==> src/rtl/ihz_pkg.sv <==
`timescale 1ns/1ps
package ihz_pkg;
  parameter int REG_W  = 8;
  parameter int HWID_W = 6;
  parameter int NCLS   = 8;

  localparam int C_VALU = 0;
  localparam int C_SMEM = 1;
  localparam int C_VMEM = 2;
  localparam int C_DPP  = 3;
  localparam int C_LANE = 4;
  localparam int C_GETR = 5;
  localparam int C_SETR = 6;
  localparam int C_RFE  = 7;

  // One issue slot as remembered by the window; all-zero means empty.
  typedef struct packed {
    logic              valu;
    logic              setr;
    logic              dst_vld;
    logic [REG_W-1:0]  dst;
    logic [HWID_W-1:0] hwid;
  } slot_t;
endpackage

==> src/rtl/ihz_window.sv <==
`timescale 1ns/1ps
module ihz_window
  import ihz_pkg::*;
#(
  parameter int DEPTH = 5,
  parameter int WS_W  = 3
) (
  input  logic            clk,
  input  logic            rst,
  input  logic            push_ins,
  input  logic            push_gap,
  input  slot_t           ins_slot,
  input  logic [WS_W-1:0] ins_span,
  output slot_t           win_o [DEPTH]
);
  slot_t win_q [DEPTH];
  slot_t win_d [DEPTH];
  int    sp;

  always_comb begin
    sp = int'(ins_span);
    if (sp < 1)     sp = 1;
    if (sp > DEPTH) sp = DEPTH;
    for (int k = 0; k < DEPTH; k++) begin
      win_d[k] = win_q[k];
      if (push_ins) begin
        if (k < sp - 1)       win_d[k] = '0;
        else if (k == sp - 1) win_d[k] = ins_slot;
        else                  win_d[k] = win_q[(k >= sp) ? (k - sp) : 0];
      end else if (push_gap) begin
        if (k == 0) win_d[k] = '0;
        else        win_d[k] = win_q[(k >= 1) ? (k - 1) : 0];
      end
    end
  end

  always_ff @(posedge clk) begin
    if (rst) win_q <= '{default: '0};
    else     win_q <= win_d;
  end

  assign win_o = win_q;
endmodule

==> src/rtl/ihz_src_hits.sv <==
`timescale 1ns/1ps
module ihz_src_hits
  import ihz_pkg::*;
#(
  parameter int DEPTH = 5
) (
  input  logic [REG_W-1:0] reg_id,
  input  slot_t            win [DEPTH],
  output logic [DEPTH-1:0] by_valu,
  output logic [DEPTH-1:0] by_any
);
  always_comb begin
    for (int i = 0; i < DEPTH; i++) begin
      by_any[i]  = win[i].dst_vld && (win[i].dst == reg_id);
      by_valu[i] = by_any[i] && win[i].valu;
    end
  end
endmodule

==> src/rtl/ihz_hwid_hits.sv <==
`timescale 1ns/1ps
module ihz_hwid_hits
  import ihz_pkg::*;
#(
  parameter int DEPTH = 5
) (
  input  logic [HWID_W-1:0] hwid,
  input  slot_t             win [DEPTH],
  output logic [DEPTH-1:0]  hit
);
  always_comb begin
    for (int i = 0; i < DEPTH; i++)
      hit[i] = win[i].setr && (win[i].hwid == hwid);
  end
endmodule

==> src/rtl/ihz_rule_dist.sv <==
`timescale 1ns/1ps
module ihz_rule_dist #(
  parameter int DEPTH = 5,
  parameter int WAIT  = 4,
  parameter int CW    = 3
) (
  input  logic [DEPTH-1:0] hit,
  output logic [CW-1:0]    need
);
  // Nearest hit wins: scan far to near so the smallest distance is kept.
  always_comb begin
    need = '0;
    for (int i = DEPTH - 1; i >= 0; i--)
      if (hit[i] && (WAIT > i)) need = CW'(WAIT - i);
  end
endmodule

==> src/rtl/issue_wait_calc.sv <==
`timescale 1ns/1ps
module issue_wait_calc
  import ihz_pkg::*;
#(
  parameter int DEPTH     = 5,
  parameter int NSRC      = 3,
  parameter int WS_W      = 3,
  parameter int SMEM_WAIT = 4,
  parameter int VMEM_WAIT = 5,
  parameter int DPP_WAIT  = 2,
  parameter int LANE_WAIT = 4,
  parameter int GETR_WAIT = 2,
  parameter int SETR_WAIT = 2,
  parameter int RFE_WAIT  = 1,
  parameter int TRAP_HWID = 6,
  parameter int LANE_SEL  = 1,
  localparam int CW       = $clog2(DEPTH + 1)
) (
  input  logic                  clk,
  input  logic                  rst,
  input  logic [NCLS-1:0]       cand_cls,
  input  logic                  cand_dst_vld,
  input  logic [REG_W-1:0]      cand_dst,
  input  logic [NSRC-1:0]       cand_src_vld,
  input  logic [NSRC*REG_W-1:0] cand_src,
  input  logic [HWID_W-1:0]     cand_hwid,
  input  logic [WS_W-1:0]       cand_ws,
  input  logic                  issue_i,
  input  logic                  nop_i,
  output logic [CW-1:0]         wait_o
);
  localparam int NRULE = 7;
  localparam int RWAIT [NRULE] = '{SMEM_WAIT, VMEM_WAIT, DPP_WAIT, LANE_WAIT,
                                   GETR_WAIT, SETR_WAIT, RFE_WAIT};

  slot_t win [DEPTH];
  slot_t ins_slot;

  always_comb begin
    ins_slot.valu    = cand_cls[C_VALU];
    ins_slot.setr    = cand_cls[C_SETR];
    ins_slot.dst_vld = cand_dst_vld;
    ins_slot.dst     = cand_dst;
    ins_slot.hwid    = cand_hwid;
  end

  ihz_window #(.DEPTH(DEPTH), .WS_W(WS_W)) u_win (
    .clk      (clk),
    .rst      (rst),
    .push_ins (issue_i),
    .push_gap (nop_i),
    .ins_slot (ins_slot),
    .ins_span (cand_ws),
    .win_o    (win)
  );

  logic [DEPTH-1:0] hv [NSRC];
  logic [DEPTH-1:0] ha [NSRC];

  for (genvar s = 0; s < NSRC; s++) begin : g_src
    ihz_src_hits #(.DEPTH(DEPTH)) u_hits (
      .reg_id  (cand_src[s*REG_W +: REG_W]),
      .win     (win),
      .by_valu (hv[s]),
      .by_any  (ha[s])
    );
  end

  logic [DEPTH-1:0] same_hw, trap_hw;
  localparam logic [HWID_W-1:0] TRAP_ID = HWID_W'(TRAP_HWID);

  ihz_hwid_hits #(.DEPTH(DEPTH)) u_same (.hwid(cand_hwid), .win(win), .hit(same_hw));
  ihz_hwid_hits #(.DEPTH(DEPTH)) u_trap (.hwid(TRAP_ID),   .win(win), .hit(trap_hw));

  logic [DEPTH-1:0] sc_valu, vec_any, lane_hit;

  always_comb begin
    sc_valu = '0;
    vec_any = '0;
    for (int s = 0; s < NSRC; s++) begin
      if (cand_src_vld[s]) begin
        if (cand_src[s*REG_W + REG_W-1]) vec_any = vec_any | ha[s];
        else                             sc_valu = sc_valu | hv[s];
      end
    end
    lane_hit = (cand_src_vld[LANE_SEL] && !cand_src[LANE_SEL*REG_W + REG_W-1])
               ? hv[LANE_SEL] : '0;
  end

  logic [DEPTH-1:0] rhit  [NRULE];
  logic [CW-1:0]    rneed [NRULE];

  always_comb begin
    rhit[0] = cand_cls[C_SMEM] ? sc_valu  : '0;
    rhit[1] = cand_cls[C_VMEM] ? sc_valu  : '0;
    rhit[2] = cand_cls[C_DPP]  ? vec_any  : '0;
    rhit[3] = cand_cls[C_LANE] ? lane_hit : '0;
    rhit[4] = cand_cls[C_GETR] ? same_hw  : '0;
    rhit[5] = cand_cls[C_SETR] ? same_hw  : '0;
    rhit[6] = cand_cls[C_RFE]  ? trap_hw  : '0;
  end

  for (genvar r = 0; r < NRULE; r++) begin : g_rule
    ihz_rule_dist #(.DEPTH(DEPTH), .WAIT(RWAIT[r]), .CW(CW)) u_rule (
      .hit  (rhit[r]),
      .need (rneed[r])
    );
  end

  always_comb begin
    wait_o = '0;
    for (int r = 0; r < NRULE; r++)
      if (rneed[r] > wait_o) wait_o = rneed[r];
  end
endmodule

==> config.mk <==
export PLATFORM = sky130hd
export DESIGN_NAME = issue_wait_calc
export DESIGN_NICKNAME = d
export VERILOG_FILES = /design/src/rtl/ihz_pkg.sv /design/src/rtl/ihz_window.sv /design/src/rtl/ihz_src_hits.sv /design/src/rtl/ihz_hwid_hits.sv /design/src/rtl/ihz_rule_dist.sv /design/src/rtl/issue_wait_calc.sv
export SDC_FILE = /design/constraint.sdc
export NUM_CORES = 1
export LEC_CHECK = 0
export ABC_AREA = 1
export BUFFER_PORTS_ARGS = -buffer_cell sky130_fd_sc_hd__buf_2
export CAP_MARGIN = 20
export CELL_PAD_IN_SITES_DETAIL_PLACEMENT = 1
export CELL_PAD_IN_SITES_GLOBAL_PLACEMENT = 2
export CORE_MARGIN = 5
export CORE_UTILIZATION = 30
export DETAILED_ROUTE_END_ITERATION = 16
export PLACE_DENSITY_LB_ADDON = 0.1
export SLEW_MARGIN = 20
export SYNTH_ARGS = -nofsm -noshare
export SYNTH_HDL_FRONTEND = slang
export SYNTH_SLANG_ARGS = --single-unit
export TNS_END_PERCENT = 100
==> constraint.sdc <==
create_clock -name clk -period 9 [get_ports clk]
set_input_delay 1.35 -clock clk [delete_from_list [all_inputs] [get_ports clk]]
set_output_delay 1.35 -clock clk [all_outputs]
set_load 0.1 [all_outputs]
==> qor.yml <==
status:
  status: "finished, violations left"
  violations: "negative setup slack"
timing:
  finalCritPeriodShare: 1.02
  min_period_ns: 9.19
  hold_viol_final: 0
  fin_ws_ns: -0.190
  timing.fmax_mhz: 109
  rsz0062_at_grt: "true"
  slew_viol_final: 0
  clock_skew_ns: 0.00706
  slew_headroom: 0.255
  setup_viol: 1
  worstMarginPinSlew_ns: 1.12
  hold_ws_ns: 0.502
setup_path:
  cpMostUsedCell: "buf_4"
  end_kind: "primary output"
  cp_slowest_cell: "ha_4"
  worstPathRequired_ns: 7.65
  critical_path_class: "in -> out"
  worstSetupStartpointType: "input pin"
  max_stage_delay_ns: 0.28
  worst-path-max-fanout: 4
  cp_data_arrival_time_ns: 7.84
global_routing:
  overflow: 0
  antenna_found_initial: 0
  grt_pass1_wl_um: 85400
  track_usage: 0.313
  grt_max_degree: 53
  grt_pass1_vias: 14000
synth:
  synth.distinct_cells: 44
  synth_ff_type: "dfxtp_1"
  avgSynthCellArea_um2: 5.69
  yosys_warnings: 0
  async_flop_share: 0
  ys_ff_latch: 85
  seq_area_frac_synth: 0.178
  netlist_instances: 1684
  synth_edf_count: 0
  synth_fp_nets: 1764
  synthesis.area_um2: 9580
routing:
  wl_um: 58000
  first_pass_iters: 5
  ant_nets: 0
  vias_per_cell: 5.90
  drtIter0Drc: 1012
  route.detailed.drc: 0
  num_vias: 13600
  wl_per_cell_um: 25.1
clocking:
  cts.sinks: 85
  ctsHoldBuffers: 0
  clockBufferDepth: 2
  insertion_delay_ns: 0.36
  numCtsBuffers: 9
  ctsRootBufferMaster: "clkbuf_16"
  path_clk_slew_ns: 0.07
  htreeDepth: 3
  cts_tree: "yes"
job:
  maxCapViolCount: 0
power:
  power_density_nw_per_um2: 105
  p_sw_w: 0.000545
  p_leak_nw: 5.47
  internal-power_w: 0.000807
  comb_power_share: 0.378
  seqPwrFrac: 0.318
  swShare: 0.403
  clockPowerShare: 0.304
  power_w: 0.00135
  peakVddDrop_uv: 85.8
placement:
  port_buffers: 59
  place.gp.congestion: 0.982
  post-place-ws_ns: -0.798
  place_hpwl_um: 39500
floorplanning:
  dieArea_um2: 35600
  fp-row-count: 65
  fp.dieH_um: 189
  top_level_ports: 60
  start_util: 0.304
  die_w_um: 189
  core-area_um2: 31600
finish:
  nNetsFinal: 1985
  drive_gt1_frac: 0.264
  num_antenna_cells: 0
  largest_reg_flops: 85
  area_delta_synth_final_pct: 34.7
min_path:
  hold_class: "reg -> reg"
synthesized netlist by cell type (5+ instances only):
library cell	n	area (um^2)
o221ai_1	18	158
dfxtp_1	85	1700
nor3_1	19	95.1
ha_1	23	288
nor2_2	5	31.3
nand3_1	112	561
a221oi_1	6	52.6
clkinv_1	5	18.8
nand4_1	51	319
nor2_1	107	402
o21ai_0	180	901
o211ai_1	68	510
a32oi_1	5	43.8
nand2_2	11	68.8
nand3b_1	5	37.5
o22ai_1	6	37.5
clkbuf_1	71	267
buf_2	23	115
a31oi_1	10	62.6
a211oi_1	14	105
xor2_1	13	114
xnor2_1	20	175
inv_2	23	86.3
inv_1	154	578
a21oi_1	215	1080
nand2_1	399	1500
final cells by class:
class                      count  area, um^2
fill                        4255       18700
timing repair buffer         314        2350
multi-input combinational   1313        7340
clock inverter                 3        42.5
inverter                     182         696
tap                          402         503
clock buffer                  13         270
sequential                    85        1700
worst paths after layout:
kind | from | end | slack, ns | depth (start not counted)
setup / recovery | cand_src[16] | wait_o[0] | -0.19 | 58
hold / removal | u_win.win_o[60]$_SDFFE_PP0P_ | u_win.win_o[60]$_SDFFE_PP0P_ | 0.50 | 2
setup reg to reg | u_win.win_o[24]$_SDFFE_PP0P_ | u_win.win_o[75]$_SDFFE_PP0P_ | 7.32 | 7
hold reg to reg | u_win.win_o[60]$_SDFFE_PP0P_ | u_win.win_o[60]$_SDFFE_PP0P_ | 0.50 | 2
through the flow:
stage | utilization | cell area, um^2 | setup TNS, ns | instances
floorplan | - | 9590 | 0 | 1684
detailed placement | 0.363 | 11500 | -0.977 | 2233
global route | 0.409 | 12900 | -0.547 | 2312
global placement | 0.362 | 11400 | -0.474 | 2232
finish | 0.409 | 12900 | -0.190 | 2312
CTS | 0.393 | 12400 | 0 | 2295
metal layers:
layer / global-route usage / part of all wire
met5: 0 / 0
met4: 0.143 / 0.048
met1: 0.387 / 0.42
met2: 0.539 / 0.47
met3: 0.0443 / 0.065
power groups by stage:
stage | Clock [W] | Sequential [W] | Combinational [W]
after floorplan | 0 | 0.000420 | 0.000273
after global placement | 0 | 0.000436 | 0.000472
after detailed placement | 0 | 0.000436 | 0.000478
after CTS | 0.000418 | 0.000428 | 0.000488
after global routing | 0.000435 | 0.000432 | 0.000548
final | 0.000412 | 0.000429 | 0.000511
placed cells by master (no fill, tap or decap), types with 4 or more instances in the layout:
cell type / synthesis / routed
a221oi_1: 6 / 6
o21ai_0: 180 / 175
ha_4: 0 / 10
inv_4: 0 / 5
buf_6: 1 / 13
nor2_2: 5 / 20
nand2_4: 3 / 13
nand3b_1: 5 / 5
nor2_1: 107 / 89
buf_4: 3 / 254
o22ai_1: 6 / 5
inv_2: 23 / 43
ha_1: 23 / 12
a21oi_2: 0 / 4
nand2_2: 11 / 36
clkbuf_16: 0 / 9
nand2_1: 399 / 364
a31oi_1: 10 / 6
a211oi_1: 14 / 14
nand3_2: 3 / 13
xor2_1: 13 / 11
a32oi_1: 5 / 5
nor3_1: 19 / 16
nand3_1: 112 / 101
o211ai_1: 68 / 68
o21ai_2: 3 / 5
a21oi_1: 215 / 210
o221ai_1: 18 / 18
dfxtp_1: 85 / 85
buf_2: 23 / 42
nand4_1: 51 / 51
inv_1: 154 / 129
clkinv_1: 5 / 5
a31oi_4: 0 / 4
xnor2_1: 20 / 20
worst max-delay path, delay by kind of cell:
family	cells	cell delay [ns]
adder cells (fa/ha/maj)	4	0.83
AO/OA/AOI/OAI	5	0.70
AND/OR/NAND/NOR	26	2.49
buffers and inverters	23	2.44
cells by family after synthesis:
| group | synth area share |
|---|---|
| and+or+nand+nor | 0.332 |
| AOI/OAI and AO/OA | 0.313 |
| buffers and inverters | 0.117 |
| DFF | 0.178 |
| xor gates and xnor gates | 0.0302 |
| adders and majority gates | 0.0300 |
repair_timing:
item                                    4_1_cts  5_1_grt
gates resized for setup                      79      106
endpoints found under the setup margin        2        2
setup buffers                                47       19
pin swaps                                    45       58
Power figures use the tool's default switching activity.
